--- config.mk ---
export PLATFORM = sky130hd
export DESIGN_NAME = uart_rx_frontend
export DESIGN_NICKNAME = d
export VERILOG_FILES = /design/src/rtl/uart_rx_fe_pkg.sv /design/src/rtl/uart_rx_cond.sv /design/src/rtl/uart_rx_wake.sv /design/src/rtl/uart_rx_autobaud.sv /design/src/rtl/uart_rx_frontend.sv
export SDC_FILE = /design/constraint.sdc
export NUM_CORES = 1
export LEC_CHECK = 0
export BUFFER_PORTS_ARGS = -buffer_cell sky130_fd_sc_hd__buf_2
export CAP_MARGIN = 20
export CORE_UTILIZATION = 53
export DETAILED_ROUTE_END_ITERATION = 12
export GPL_TIMING_DRIVEN = 0
export PLACE_DENSITY = 0.8
export REMOVE_ABC_BUFFERS = 1
export SLEW_MARGIN = 15
export SYNTH_ARGS = -nofsm -noshare
export SYNTH_HDL_FRONTEND = slang
export SYNTH_SLANG_ARGS = --single-unit
export TNS_END_PERCENT = 10
--- constraint.sdc ---
create_clock -name clk_i -period 2.21 [get_ports clk_i]
set_input_delay 0.1105 -clock clk_i [delete_from_list [all_inputs] [get_ports clk_i]]
set_output_delay 0.1105 -clock clk_i [all_outputs]
set_load 0.1 [all_outputs]
--- src/rtl/uart_rx_fe_pkg.sv ---
package uart_rx_fe_pkg;
  typedef enum logic [1:0] {
    AB_OFF   = 2'd0,
    AB_WAIT  = 2'd1,
    AB_COUNT = 2'd2
  } ab_state_e;

  localparam int unsigned SYNC_FALLS = 5;
  localparam int unsigned SYNC_BITS  = 8;
endpackage

--- src/rtl/uart_rx_cond.sv ---
module uart_rx_cond #(
  parameter int unsigned STAGES = 2
) (
  input  logic clk_i,
  input  logic rst_ni,
  input  logic enable_i,
  input  logic invert_i,
  input  logic loopback_i,
  input  logic rx_pin_i,
  input  logic tx_loc_i,
  output logic rx_o,
  output logic fall_o,
  output logic rise_o
);
  logic [STAGES-1:0] sync_q;
  logic              prev_q;
  logic              src;

  assign src = (loopback_i ? tx_loc_i : rx_pin_i) ^ invert_i;

  always_ff @(posedge clk_i or negedge rst_ni) begin
    if (!rst_ni) begin
      sync_q <= '1;
      prev_q <= 1'b1;
    end else if (!enable_i) begin
      sync_q <= '1;
      prev_q <= 1'b1;
    end else begin
      sync_q <= {sync_q[STAGES-2:0], src};
      prev_q <= sync_q[STAGES-1];
    end
  end

  assign rx_o   = sync_q[STAGES-1];
  assign fall_o = prev_q & ~sync_q[STAGES-1];
  assign rise_o = ~prev_q & sync_q[STAGES-1];


  idle_when_off_chk: assert property (@(posedge clk_i) disable iff (!rst_ni)
    !$past(enable_i) |-> rx_o);
endmodule

--- src/rtl/uart_rx_wake.sv ---
module uart_rx_wake (
  input  logic clk_i,
  input  logic rst_ni,
  input  logic enable_i,
  input  logic set_i,
  input  logic sleep_i,
  input  logic fall_i,
  input  logic rise_i,
  output logic en_o,
  output logic irq_o
);
  logic en_q, armed_q, irq_q;

  always_ff @(posedge clk_i or negedge rst_ni) begin
    if (!rst_ni) begin
      en_q    <= 1'b0;
      armed_q <= 1'b0;
      irq_q   <= 1'b0;
    end else if (!enable_i) begin
      en_q    <= 1'b0;
      armed_q <= 1'b0;
      irq_q   <= 1'b0;
    end else begin
      irq_q <= 1'b0;
      if (set_i) en_q <= 1'b1;
      if (en_q && !armed_q && sleep_i && fall_i) begin
        armed_q <= 1'b1;
        irq_q   <= 1'b1;
      end else if (armed_q && rise_i) begin
        armed_q <= 1'b0;
        en_q    <= 1'b0;
      end
    end
  end

  assign en_o  = en_q;
  assign irq_o = irq_q;


  wake_pulse_chk: assert property (@(posedge clk_i) disable iff (!rst_ni)
    irq_q |=> !irq_q);

  wake_in_sleep_chk: assert property (@(posedge clk_i) disable iff (!rst_ni)
    irq_q |-> $past(sleep_i));

  wake_clear_chk: assert property (@(posedge clk_i) disable iff (!rst_ni)
    $fell(en_q) |-> (!$past(enable_i) || $past(rise_i)));
endmodule

--- src/rtl/uart_rx_autobaud.sv ---
module uart_rx_autobaud
  import uart_rx_fe_pkg::*;
#(
  parameter int unsigned CNT_W  = 20,
  parameter int unsigned DIV_W  = 16,
  parameter int unsigned OVS_LO = 16,
  parameter int unsigned OVS_HI = 4
) (
  input  logic             clk_i,
  input  logic             rst_ni,
  input  logic             enable_i,
  input  logic             set_i,
  input  logic             hi_speed_i,
  input  logic             fall_i,
  output logic             en_o,
  output logic             done_o,
  output logic [DIV_W-1:0] div_o
);
  localparam int unsigned SH_LO  = $clog2(SYNC_BITS * OVS_LO);
  localparam int unsigned SH_HI  = $clog2(SYNC_BITS * OVS_HI);
  localparam int unsigned FALL_W = $clog2(SYNC_FALLS);
  localparam logic [FALL_W-1:0] LAST_FALL = FALL_W'(SYNC_FALLS - 2);

  ab_state_e         state_q;
  logic [CNT_W-1:0]  cnt_q, quo, div_calc;
  logic [FALL_W-1:0] falls_q;
  logic              done_q;
  logic [DIV_W-1:0]  div_q;

  assign quo      = hi_speed_i ? (cnt_q >> SH_HI) : (cnt_q >> SH_LO);
  assign div_calc = (quo == '0) ? '0 : quo - 1'b1;

  always_ff @(posedge clk_i or negedge rst_ni) begin
    if (!rst_ni) begin
      state_q <= AB_OFF;
      cnt_q   <= '0;
      falls_q <= '0;
      done_q  <= 1'b0;
      div_q   <= '0;
    end else begin
      done_q <= 1'b0;
      if (!enable_i) begin
        state_q <= AB_OFF;
      end else begin
        unique case (state_q)
          AB_OFF: if (set_i) state_q <= AB_WAIT;
          AB_WAIT: if (fall_i) begin
            state_q <= AB_COUNT;
            cnt_q   <= CNT_W'(1);
            falls_q <= '0;
          end
          AB_COUNT: begin
            if (fall_i && falls_q == LAST_FALL) begin
              state_q <= AB_OFF;
              div_q   <= DIV_W'(div_calc);
              done_q  <= 1'b1;
            end else if (&cnt_q) begin
              state_q <= AB_OFF;
            end else begin
              cnt_q <= cnt_q + 1'b1;
              if (fall_i) falls_q <= falls_q + 1'b1;
            end
          end
          default: state_q <= AB_OFF;
        endcase
      end
    end
  end

  assign en_o   = (state_q != AB_OFF);
  assign done_o = done_q;
  assign div_o  = div_q;


  done_clears_chk: assert property (@(posedge clk_i) disable iff (!rst_ni)
    done_q |-> state_q == AB_OFF);

  div_only_on_done_chk: assert property (@(posedge clk_i) disable iff (!rst_ni)
    !$stable(div_q) |-> done_q);

  done_pulse_chk: assert property (@(posedge clk_i) disable iff (!rst_ni)
    done_q |=> !done_q);
endmodule

--- src/rtl/uart_rx_frontend.sv ---
module uart_rx_frontend
  import uart_rx_fe_pkg::*;
#(
  parameter int unsigned CNT_W  = 20,
  parameter int unsigned DIV_W  = 16,
  parameter int unsigned OVS_LO = 16,
  parameter int unsigned OVS_HI = 4,
  parameter int unsigned STAGES = 2
) (
  input  logic             clk_i,
  input  logic             rst_ni,
  input  logic             enable_i,
  input  logic             invert_i,
  input  logic             loopback_i,
  input  logic             hi_speed_i,
  input  logic             sleep_i,
  input  logic             wake_set_i,
  input  logic             abaud_set_i,
  input  logic             rx_pin_i,
  input  logic             tx_loc_i,
  output logic             rx_o,
  output logic             wake_en_o,
  output logic             wake_irq_o,
  output logic             abaud_en_o,
  output logic             abaud_done_o,
  output logic [DIV_W-1:0] div_o
);
  logic fall, rise;

  uart_rx_cond #(.STAGES(STAGES)) u_cond (
    .clk_i      (clk_i),
    .rst_ni     (rst_ni),
    .enable_i   (enable_i),
    .invert_i   (invert_i),
    .loopback_i (loopback_i),
    .rx_pin_i   (rx_pin_i),
    .tx_loc_i   (tx_loc_i),
    .rx_o       (rx_o),
    .fall_o     (fall),
    .rise_o     (rise)
  );

  uart_rx_wake u_wake (
    .clk_i    (clk_i),
    .rst_ni   (rst_ni),
    .enable_i (enable_i),
    .set_i    (wake_set_i),
    .sleep_i  (sleep_i),
    .fall_i   (fall),
    .rise_i   (rise),
    .en_o     (wake_en_o),
    .irq_o    (wake_irq_o)
  );

  uart_rx_autobaud #(
    .CNT_W  (CNT_W),
    .DIV_W  (DIV_W),
    .OVS_LO (OVS_LO),
    .OVS_HI (OVS_HI)
  ) u_abaud (
    .clk_i      (clk_i),
    .rst_ni     (rst_ni),
    .enable_i   (enable_i),
    .set_i      (abaud_set_i),
    .hi_speed_i (hi_speed_i),
    .fall_i     (fall),
    .en_o       (abaud_en_o),
    .done_o     (abaud_done_o),
    .div_o      (div_o)
  );


  off_quiet_chk: assert property (@(posedge clk_i) disable iff (!rst_ni)
    !$past(enable_i) |-> !wake_en_o && !abaud_en_o && !wake_irq_o && !abaud_done_o);
endmodule

### Yosys cells after proc, flatten, opt, wreduce, memory -nomap -nowiden

Index checks and enable logic that the tools add are counted.
W data, S select, Z words.

| word-level totals | value |
|---|---|
| memory bits (read-only) | 0 |
| word-level logic and storage cells | 76 |
| bits in registers | 48 |
| bits in latches | 0 |
| memories | 0 |
| memory bits (writable) | 0 |
| output and inout port bits | 21 |

| operators by class | value |
|---|---|
| div/mod/pow operators | 0 |
| $add $sub $neg | 3 |
| $lt $le $gt $ge | 0 |
| shifts and indexed selects | 0 |
| reductions and logical operators | 15 |
| muxes and demuxes | 32 |
| bitwise logic cells | 5 |
| $mul | 0 |
| equality and inequality tests | 11 |

Operators with widths:

| operator | count |
|---|---|
| $mux W20 | 3 |
| $pmux W20 S2 | 1 |
| $add A20 B1 Y20 const B | 1 |
| $logic_not A20 Y1 | 1 |
| $reduce_and A20 Y1 | 1 |
| $mux W16 | 1 |
| $sub A16 B1 Y16 const B | 1 |
| $mux W15 | 1 |
| $mux W1 | 14 |
| $mux W2 | 6 |
| $mux W3 | 4 |
| $pmux W2 S3 | 1 |
| $pmux W3 S2 | 1 |
| $reduce_and A3 Y1 | 2 |
| $reduce_and A6 Y1 | 1 |
| $logic_and A1 B1 Y1 | 5 |
| $reduce_and A5 Y1 | 1 |
| $ne A2 B1 Y1 const B | 2 |
| $ne A2 B2 Y1 const B | 2 |
| $ne A4 B2 Y1 const B | 1 |
| $reduce_bool A2 Y1 | 2 |
| $add A3 B1 Y3 const B | 1 |
| $eq A3 B2 Y1 const B | 1 |
| $ne A3 B1 Y1 const B | 1 |
| other kinds (9) | 11 |

### Longest topological paths before layout

Gate-level depths: netlist (run 1).

| logic depth | value |
|---|---|
| word-level depth | 6 |
| depth in mapped cells | 10 |

### Cells and area by module

Synthesis (run 1) repeated with hierarchy kept, for this count alone.

| unflattened totals | value |
|---|---|
| cells, all modules | 341 |
| area, all modules | 3034.2 um2 |

Modules (own cells, without submodules):

| module | cells an instance | seq. area each (um2) | area each (um2) | instances |
|---|---|---|---|---|
| uart_rx_autobaud | 320 | 1051.0 | 2778.9 | 1 |
| uart_rx_cond | 11 | 78.8 | 135.1 | 1 |
| uart_rx_wake | 10 | 75.1 | 120.1 | 1 |

### Worst setup path before layout (run 1)

Ideal clock, no wire load.

| timing | value |
|---|---|
| path kind | reg-to-reg |
| from | register u_cond.sync_q[1] |
| to | register u_abaud.cnt_q[10] |
| arrival time | 2.042 ns |
| data required time | 2.076 ns |
| period minus slack after synthesis | 2.176 ns |
| cell stages (with the launch flop) | 7 |
| path slack | 0.034 ns |
| cells stage by stage | dfstp_2 > and4b_1 > a211o_1 > clkbuf_1 > clkbuf_1 > o21ai_0 > o31ai_1 |

| between the ends | value |
|---|---|
| longest elaborated chain between the ends | 5 |

Ends and longest elaborated chain:

| item | line | text |
|---|---|---|
| start, declared | uart_rx_cond.sv:15 | `logic [STAGES-1:0] sync_q;` |
| start signal, assigned | uart_rx_cond.sv:29 | `sync_q <= {sync_q[STAGES-2:0], src};` |
| $not A1 Y1 * | uart_rx_cond.sv:35 | `assign fall_o = prev_q & ~sync_q[STAGES-1];` |
| $and A1 B1 Y1 * | uart_rx_cond.sv:35 |  |
| $logic_and A1 B1 Y1 | uart_rx_autobaud.sv:53 | `if (fall_i && falls_q == LAST_FALL) begin` |
| $ne A2 B2 Y1 (no line) | n/a |  |
| $reduce_and A5 Y1 (no line) * | n/a |  |
| end signal, assigned | uart_rx_autobaud.sv:60 | `cnt_q <= cnt_q + 1'b1;` |
| end, declared | uart_rx_autobaud.sv:25 | `logic [CNT_W-1:0] cnt_q, quo, div_calc;` |

Every way passes the cells marked *; elsewhere a longest branch is shown, timed or not.
A chain may end at the register's enable or synchronous reset.

### Worst setup path after layout (run 1)

| timing | value |
|---|---|
| from | register u_abaud.falls_q[0] |
| to | register u_abaud.cnt_q[5] |

| between the ends | value |
|---|---|
| longest elaborated chain between the ends | 4 |

Ends and longest elaborated chain:

| item | line | text |
|---|---|---|
| start, declared | uart_rx_autobaud.sv:26 | `logic [FALL_W-1:0] falls_q;` |
| start signal, assigned | uart_rx_autobaud.sv:61 | `if (fall_i) falls_q <= falls_q + 1'b1;` |
| $eq A3 B2 Y1 | uart_rx_autobaud.sv:53 |  |
| $logic_and A1 B1 Y1 | uart_rx_autobaud.sv:53 |  |
| $ne A2 B2 Y1 (no line) | n/a |  |
| $reduce_and A5 Y1 (no line) | n/a |  |

No other way between the ends.

==> impl.org, run 1 <==
** Place
- Summing all placed instances gives a cell area of 3170 um2.
- Count of port buffers added during placement :: 31
- Routability-driven placement finished with a final weighted congestion of 0.814.
- Including well taps, the total number of placed cells is 416.
- Total half-perimeter wirelength after legalization and detailed placement :: 4280 um

** Power and ir drop
- The worst-case IR drop observed on VDD is 0.000761 V.
- Power comes to 2.84 mW.
- For this design the static power due to leakage is 1.57 nW.
- Ratio of total power to cell area :: 813 nW/um2

** Floorplanning
- The initialized floorplan defines 27 standard-cell rows.
- Floorplan die width :: 77.7 um
- 32 I/O pins were placed.
- Placeable core area :: 5510 um2
- For this configuration, the core starts out at a cell density of 0.551.
- The die covers 6030 um2.
- The die is 77.7 um tall.

** Cells and area
- Syn-to-layout area delta :: 15.1%
- Non-filler cells, final :: 434
- Once layout is complete, the utilization of the core stands at 0.634.
- Count of inserted antenna diode cells :: 0
- After routing the design area is 3490 um2.
- Number of filler cells placed in the layout :: 467
- Of the cells placed in the final design, the portion with a size suffix greater than 1 is 0.251.
- Final-stage net count :: 380

** STA
- Unrepaired setup endpoints after global routing :: yes
- In this run the tightest slew margin relative to its limit is 0.589.
- Across all hold checks on the routed design, the worst slack comes to 0.0469 ns.
- Period Utilization, post-route :: 0.958
- Tightest Pin Transition :: 0.610 ns
- Number of failing hold endpoints at the final stage :: 0
- Max Transition Viols Final :: 0
- Final count of negative-setup-slack endpoints :: 0
- Clock skew on the completed layout was measured at 0.0110 ns.
- Counting I/O delays and the setup requirement, the final critical path takes 2.12 ns.
- Maximum clock frequency :: 472 MHz

** GRT
- Pin count of the biggest net entering global routing :: 49
- Vias in the first global route :: 2,398
- Wire length of the first global-routing pass :: 11,000 um
- Initial antenna violation count :: 0
- In the global route stage, overall resource usage came out at 0.224.
- Remaining global-route overflow :: 0

** CTS
- The clock reaches the later pin of the worst-skew pair after 0.30 ns.
- For this design, the sink count on the clock tree is 48.
- The root buffer cell chosen for the clock tree is clkbuf_8.
- The H-tree was split into 2 levels.
- TritonCTS built the clock tree.
- Max clock buf depth :: 2
- CTS clock-pin slew for the worst setup and hold paths :: 0.08 ns
- The number of clock buffers added by TritonCTS is 5.

** Synth
- Warnings, synthesis :: 0
- Counting distinct cell types in the post-synthesis netlist gives 66.
- Sequential share of the synthesized area :: 0.397
- Mapped cell area :: 3040 um2
- Synth async-reset ratio :: 1.00
- The synthesized design contains 48 register bits.
- Post-synth top area share :: 0.371
- Library cell with the highest instance count after synthesis :: dfrtp_1
- In the synthesized netlist the dominant register cell turns out to be dfrtp_1.
- Number of enable-type register cells in the synthesized netlist :: 0
- In the synthesized netlist, the cells that appear most often are 45 x dfrtp_1, 39 x nand2_1, 26 x o21ai_0.
- In this run the mean area of a mapped cell was 9.01 um2.
- Main area contributors after synthesis :: dfrtp_1 37%, nand2_1 4.8%, mux2i_1 4.3%
- The largest total area in the synthesized netlist belongs to dfrtp_1.
- Number of cells produced by synthesis :: 337

** Routing
- Via count of the routed design :: 2,614
- Routed length per instance :: 15.0 um
- Wire length reported by the detailed router :: 6530 um
- In this run the remaining antenna-violating nets after routing total 0.
- Via density per instance :: 6.02
- Detailed Route Iter0 Violations :: 148
- First drt pass iteration count :: 4
- For this run, design rule violations remaining after detail routing come to 0.

** Status
- The run finished with clean final reports.

** Setup path
- Peak per-stage delay on the critical path :: 0.42 ns
- The endpoint identified for the worst register-to-register timing path is u_abaud.cnt_q[5].
- Maximum fanout along the worst path :: 7
- Register-to-register setup slack :: 0.09 ns
- Cell occurring most often along the worst timing path :: ha_1
- At the worst endpoint, the arrival time is 2.30 ns.
- Startpoint types :: flop
- Series of cell instances along the critical path :: ha_1 -> ha_1 -> and4b_2 -> a211oi_4 -> buf_4 -> buf_2 -> nor2_1 -> a31oi_1 -> o31ai_1
- R2R depth :: 9
- RR Startpoint :: u_abaud.falls_q[0]
- Worst endpoint required time :: 2.39 ns
- The worst setup path is captured at a flop.
- The worst setup path is of the flop to flop kind.
- Slowest cell on the critical path :: dfrtp_1

** Min path
- The worst hold path begins at invert_i.
- The path with the worst hold slack has its endpoint at u_cond.sync_q[0].
- Tightest Hold Check Type :: input pin to flop
- Cell depth of the worst hold path :: 3

** Run
- Max-cap violations in this run came to 0.
power breakdown:
group	switching [mW]	internal [mW]
Clock	0.285	0.339
Sequential	0.148	0.967
Combinational	0.643	0.458
kinds of logic (layout without fill, tap and decap cells):
kind of cell,after synthesis,after routing,share of synthesized area
DFF,48,48,0.397
buffers and inverters,36,61,0.0503
xor gates and xnor gates,10,10,0.0289
and+or+nand+nor,127,127,0.226
AOI/OAI and AO/OA,94,94,0.218
muxes,14,14,0.0466
adders and majority gates,8,8,0.0330
state kept, by name, summed over array words and instances (netlist names):
signal,count
u_abaud.cnt_q,20
u_abaud.div_o,16
u_abaud.falls_q,3
u_abaud.state_q,2
u_cond.sync_q,2
u_abaud.done_o,1
u_cond.prev_q,1
u_wake.armed_q,1
u_wake.en_o,1
u_wake.irq_o,1
worst max path at each step:
| stage | cells after the start | slack [ns] | end | from |
|---|---|---|---|---|
| 5_1_grt | 8 | -0.008 | u_abaud.div_o[12] | u_abaud.cnt_q[5] |
| 2_1_floorplan | 5 | -0.61 | u_abaud.cnt_q[19] | u_cond.sync_q[1] |
| 6_report | 9 | 0.09 | u_abaud.cnt_q[5] | u_abaud.falls_q[0] |
| 3_3_place_gp | 7 | -1.35 | u_abaud.cnt_q[19] | u_abaud.state_q[0] |
| 4_1_cts | 7 | -0.004 | u_abaud.div_o[13] | u_abaud.state_q[0] |
| 3_5_place_dp | 7 | -0.83 | u_abaud.div_o[13] | u_abaud.state_q[0] |
cells in the final DEF, fill, tap and decap left out, types with 7 or more instances in the layout:
master   synthesis  final
o31ai_1          7      7
mux2i_1         13     12
nand2_1         39     37
a21oi_1         15     14
inv_1            8      8
o21ai_0         26     26
nor2_1          19     19
dfrtp_1         45     38
dfrtp_2          0      7
and3_1           7      7
buf_2            7     32
nand3_1         16     15
buf_4            0      8
final cells by class:
cell class / instances / area, um2 / area share
Multi-Input combinational cell: 253 / 1790 / 0.513
Sequential cell: 48 / 1210 / 0.347
Timing Repair Buffer: 42 / 250 / 0.0716
Tap cell: 72 / 90.1 / 0.0258
Clock buffer: 7 / 76.3 / 0.0218
Inverter: 11 / 41.3 / 0.0118
Clock inverter: 1 / 30.0 / 0.00860
through the flow:
| stage | setup WS (ns) | setup TNS (ns) |
|---|---|---|
| CTS | -0.00385 | -0.00385 |
| global route | -0.00792 | -0.0162 |
| floorplan | -0.613 | -5.50 |
| detailed placement | -0.829 | -19.39 |
| global placement | -1.35 | -26.66 |
| finish | 0.0917 | 0 |
what timing repair did:
action,in CTS,in global routing
endpoints found under the setup margin,40,29
hold buffers,0,1
buffers inserted,0,8
cloned,0,0
pin swaps,0,4
hold endpoints to repair,0,13
gates resized for setup,20,12
critical path, delay by kind of cell (launching register included):
| family | cells | cell delay (ns) |
|---|---|---|
| AO/OA/AOI/OAI | 3 | 0.51 |
| buffers and inverters | 2 | 0.35 |
| flip-flops | 1 | 0.42 |
| adder cells (fa/ha/maj) | 2 | 0.39 |
| AND/OR/NAND/NOR | 2 | 0.33 |
metal layers:
layer	vias up	part of all wire	GRT usage
li1	1288	-	-
met1	1243	0.45	0.287
met2	70	0.48	0.380
met3	13	0.049	0.0447
met4	0	0.018	0.0679
met5	-	0	0
(Power assumes the default switching activity.)
==> run 2: changes to the inputs <==
--- a/config.mk
+++ b/config.mk
@@ -5,13 +5,15 @@
 export SDC_FILE = /design/constraint.sdc
 export NUM_CORES = 1
 export LEC_CHECK = 0
+export ABC_AREA = 1
 export BUFFER_PORTS_ARGS = -buffer_cell sky130_fd_sc_hd__buf_2
 export CAP_MARGIN = 20
-export CORE_UTILIZATION = 53
+export CORE_UTILIZATION = 54
 export DETAILED_ROUTE_END_ITERATION = 12
 export GPL_TIMING_DRIVEN = 0
-export PLACE_DENSITY = 0.8
+export PLACE_DENSITY = 0.81
 export REMOVE_ABC_BUFFERS = 1
+export SKIP_CTS_REPAIR_TIMING = 1
 export SLEW_MARGIN = 15
 export SYNTH_ARGS = -nofsm -noshare
 export SYNTH_HDL_FRONTEND = slang
==> impl.org, run 2 <==
** Floorplanning
- The die outline height was 78.8 um (was 77.7 um).
- Die Footprint :: 6210 um2 (was 6030 um2)
- The site row count is 27 (unchanged).
- Placeable core area :: 5610 um2 (was 5510 um2)
- The number of ports placed on the die boundary is 32 (unchanged).
- The chip width was 78.8 um (was 77.7 um).
- Initial Utilization :: 0.568 (was 0.551)

** STA
- The ratio of final minimum period to clock period came to 0.906 (was 0.958).
- The number of setup violations in the final report was 0 (unchanged).
- The final number of hold-violating endpoints was 0 (unchanged).
- The fmax came to 499 MHz (was 472 MHz).
- The least setup slack across all paths after layout was 0.207 ns (was 0.0917 ns).
- Tightest Pin Transition :: 0.598 ns (was 0.610 ns)
- The clock period minus final worst setup slack is 2.00 ns (was 2.12 ns).
- Max Transition Viols Final :: 0 (unchanged)
- Unrepaired setup endpoints after global routing: no (was yes).
- The post-route clock skew was 0.00971 ns (was 0.0110 ns).
- Max_slew headroom :: 0.601 (was 0.589)

** CTS
- The insertion delay to the later sink of the worst-skew pair was 0.30 ns (about the same).
- Number of clock sinks :: 48 (unchanged)
- Total CTS buffers :: 5 (unchanged)
- The TritonCTS clock tree is yes (unchanged).
- The clock-pin slew on the worst setup and hold paths came to 0.09 ns (was 0.08 ns).
- The worst-case clock buffer depth is 2 (unchanged).
- Clk root buf :: clkbuf_8 (unchanged)
- The CTS H-tree depth is 2 (unchanged).

** Synth
- Mapped cell area :: 3190 um2 (was 3040 um2)
- Post-synth cell types :: 32 (was 66)
- Warnings, synthesis :: 0 (unchanged)
- Most common library cells after synthesis: 195 x nand2_1, 59 x nor2_1, 45 x dfrtp_1 (was 45 x dfrtp_1, 39 x nand2_1, 26 x o21ai_0).
- Synth async-reset ratio :: 1.00 (unchanged)
- Sequential share of the synthesized area :: 0.378 (was 0.397)
- The mean area per synthesized cell came to 6.73 um2 (was 9.01 um2).
- Main area contributors after synthesis: dfrtp_1 35%, nand2_1 23%, nor2_1 7.0% (was dfrtp_1 37%, nand2_1 4.8%, mux2i_1 4.3%).
- Number of cells produced by synthesis :: 473 (was 337)
- The dominant register cell in the synthesized netlist is dfrtp_1 (unchanged).
- Library cell with the highest instance count after synthesis :: nand2_1 (was dfrtp_1)
- The area share of the largest cell type after synthesis came to 0.353 (was 0.371).
- The total of flip-flops plus latches after synthesis came to 48 (unchanged).
- The count of flip-flops with a built-in enable after synthesis was 0 (unchanged).
- The cell taking the most area after synthesis is dfrtp_1 (unchanged).

** Setup path
- Cell occurring most often along the worst timing path :: nand2_1 (was ha_1)
- Crit Path Class :: flop to flop (unchanged)
- The cell class contributing the biggest share of worst-path delay is simple AND/OR/NAND/NOR gates (was compound AO/OA/AOI/OAI gates).
- The launching element type of the critical path was a flop (unchanged).
- Series of cell instances along the critical path: ha_2 -> nand3_1 -> inv_2 -> nand2_1 -> nor3_4 -> nand3_4 -> nand2_8 -> clkinvlp_4 -> nand2_1 -> nand2_1 (was ha_1 -> ha_1 -> and4b_2 -> a211oi_4 -> buf_4 -> buf_2 -> nor2_1 -> a31oi_1 -> o31ai_1).
- Slowest cell on the critical path :: dfrtp_2 (was dfrtp_1)
- The required time at the worst-slack endpoint is 2.41 ns (was 2.39 ns).
- Arrival time of the worst setup path :: 2.20 ns (was 2.30 ns)
- The critical path capture point type is a flop (unchanged).
- Peak per-stage delay on the critical path :: 0.43 ns (was 0.42 ns)
- Maximum fanout along the worst path :: 16 (was 7)
- The number of buffer and inverter instances along the worst setup path is 2 (unchanged).

** GRT
- The total routing usage reported by global routing is 0.237 (was 0.224).
- Wire length of the first global-routing pass :: 11,800 um (was 11,000 um)
- The overall overflow remaining after global route is 0 (unchanged).
- The number of antenna violations at the first check in global routing was 0 (unchanged).
- The largest net degree at the start of global routing is 49 (unchanged).
- Vias in the first global route :: 2,792 (was 2,398)

** Cells and area
- Register bank with the most flops :: u_abaud.cnt_q (unchanged)
- The leading cell type in the layout, fill and taps excluded is nand2_1 (was dfrtp_1).
- Core Util, Final :: 0.636 (was 0.634)
- Flip-flop count of the largest register after layout :: 20 (unchanged)
- The net count reported at finish is 521 (was 380).
- Summed area of non-filler cells in the final layout :: 3570 um2 (was 3490 um2)
- Commonest cells after routing, fill and taps aside: 195 x nand2_1, 58 x nor2_1, 44 x dfrtp_1 (was 38 x dfrtp_1, 37 x nand2_1, 32 x buf_2).
- Count of inserted antenna diode cells :: 0 (unchanged)
- The share of final-layout standard cells stronger than drive strength 1 is 0.139 (was 0.251).
- Syn-to-layout area delta :: 11.9% (was 15.1%)

** Power and ir drop
- The leakage power total is 1.80 nW (was 1.57 nW).
- Total power :: 2.28 mW (was 2.84 mW)
- The worst voltage drop across the vdd grid came to 0.000363 V (was 0.000761 V).
- The power per cell area is 639 nW/um2 (was 813 nW/um2).

** Routing
- The count of antenna-violating nets left after detailed routing came to 0 (unchanged).
- The final wirelength came to 7080 um (was 6530 um).
- First drt pass iteration count :: 5 (was 4)
- The total number of vias is 2,989 (was 2,614).
- Detailed Route Iter0 Violations :: 167 (was 148)
- The number of vias per cell after detailed routing was 5.20 (was 6.02).
- The wire length per cell was 12.3 um (was 15.0 um).
- The final routed DRC violation total was 0 (unchanged).

** Place
- Final Wtd Congestion :: 0.913 (was 0.814)
- The placed wire-length estimate after detailed placement is 4960 um (was 4280 um).
- Instance area at placement :: 3330 um2 (was 3170 um2)
- Place WS :: -0.540 ns (was -0.829 ns)
- The count of input and output buffers is 31 (unchanged).

** Status
- Result of the run: finished clean (unchanged).

** Run
- Number of violations of the max-capacitance limit :: 0 (unchanged)

** Min path
- The class of the tightest hold or removal check is input pin to flop (unchanged).
run 2: path summary, 6_finish.rpt:
path | from | endpoint | slack, ns | cells past startpoint
max | u_abaud.cnt_q[0] | u_abaud.cnt_q[8] | 0.21 | 10
min | invert_i | u_cond.sync_q[0] | 0.02 | 2
min reg2reg | u_abaud.div_o[0] | u_abaud.div_o[0] | 0.48 | 2
max reg2reg | u_abaud.cnt_q[0] | u_abaud.cnt_q[8] | 0.21 | 10
max in group asynchronous | rst_ni | u_abaud.cnt_q[0] | 1.42 | 2
min in group asynchronous | rst_ni | u_abaud.div_o[8] | 0.36 | 2
run 2: where the power goes:
| part | switching [mW] | total [mW] | internal, mW |
|---|---|---|---|
| Clock | 0.295 | 0.550 | 0.255 |
| Sequential | 0.0543 | 0.985 | 0.930 |
| Combinational | 0.523 | 0.745 | 0.222 |
| Total | 0.872 | 2.28 | 1.41 |
run 2: worst reg2reg max path, delay by kind of cell (launching register included):
family / cells / cell delay [ns]
adders and majority gates: 1 / 0.25
and+or+nand+nor: 7 / 0.94
buffers and inverters: 2 / 0.28
DFF: 1 / 0.43
run 2: cell families after synthesis:
| kind of cell | Yosys count | share of synthesized area |
|---|---|---|
| buffers and inverters | 54 | 0.0766 |
| xor gates and xnor gates | 20 | 0.0550 |
| adders and majority gates | 8 | 0.0314 |
| and+or+nand+nor | 311 | 0.403 |
| muxes | 1 | 0.00314 |
| DFF | 48 | 0.378 |
| AOI/OAI and AO/OA | 31 | 0.0530 |
run 2: stage by stage:
step / std cells / TNS, ns / hold WS [ns]
after CTS: 567 / -11.24 / 0.0115
final: 575 / 0 / 0.0186
after floorplan: 456 / 0 / -0.185
after global routing: 575 / 0 / 0.0199
after global placement: 559 / -9.65 / 0.332
after detailed placement: 559 / -10.23 / 0.329
run 2: layout make-up:
cell class,instances,area [um2]
Clock buffer,7,86.3
Clock inverter,1,7.51
Fill cell,503,2040
Inverter,37,150
Multi-Input combinational cell,372,1800
Sequential cell,48,1210
Tap cell,72,90.1
Timing Repair Buffer,37,218
Timing Repair inverter,1,7.51
run 2: layer usage:
layer,track usage,share of wire,vias up
met5,0,0,-
met4,0.0907,0.026,0
met3,0.0391,0.041,19
met2,0.437,0.51,88
met1,0.273,0.43,1346
li1,-,-,1536
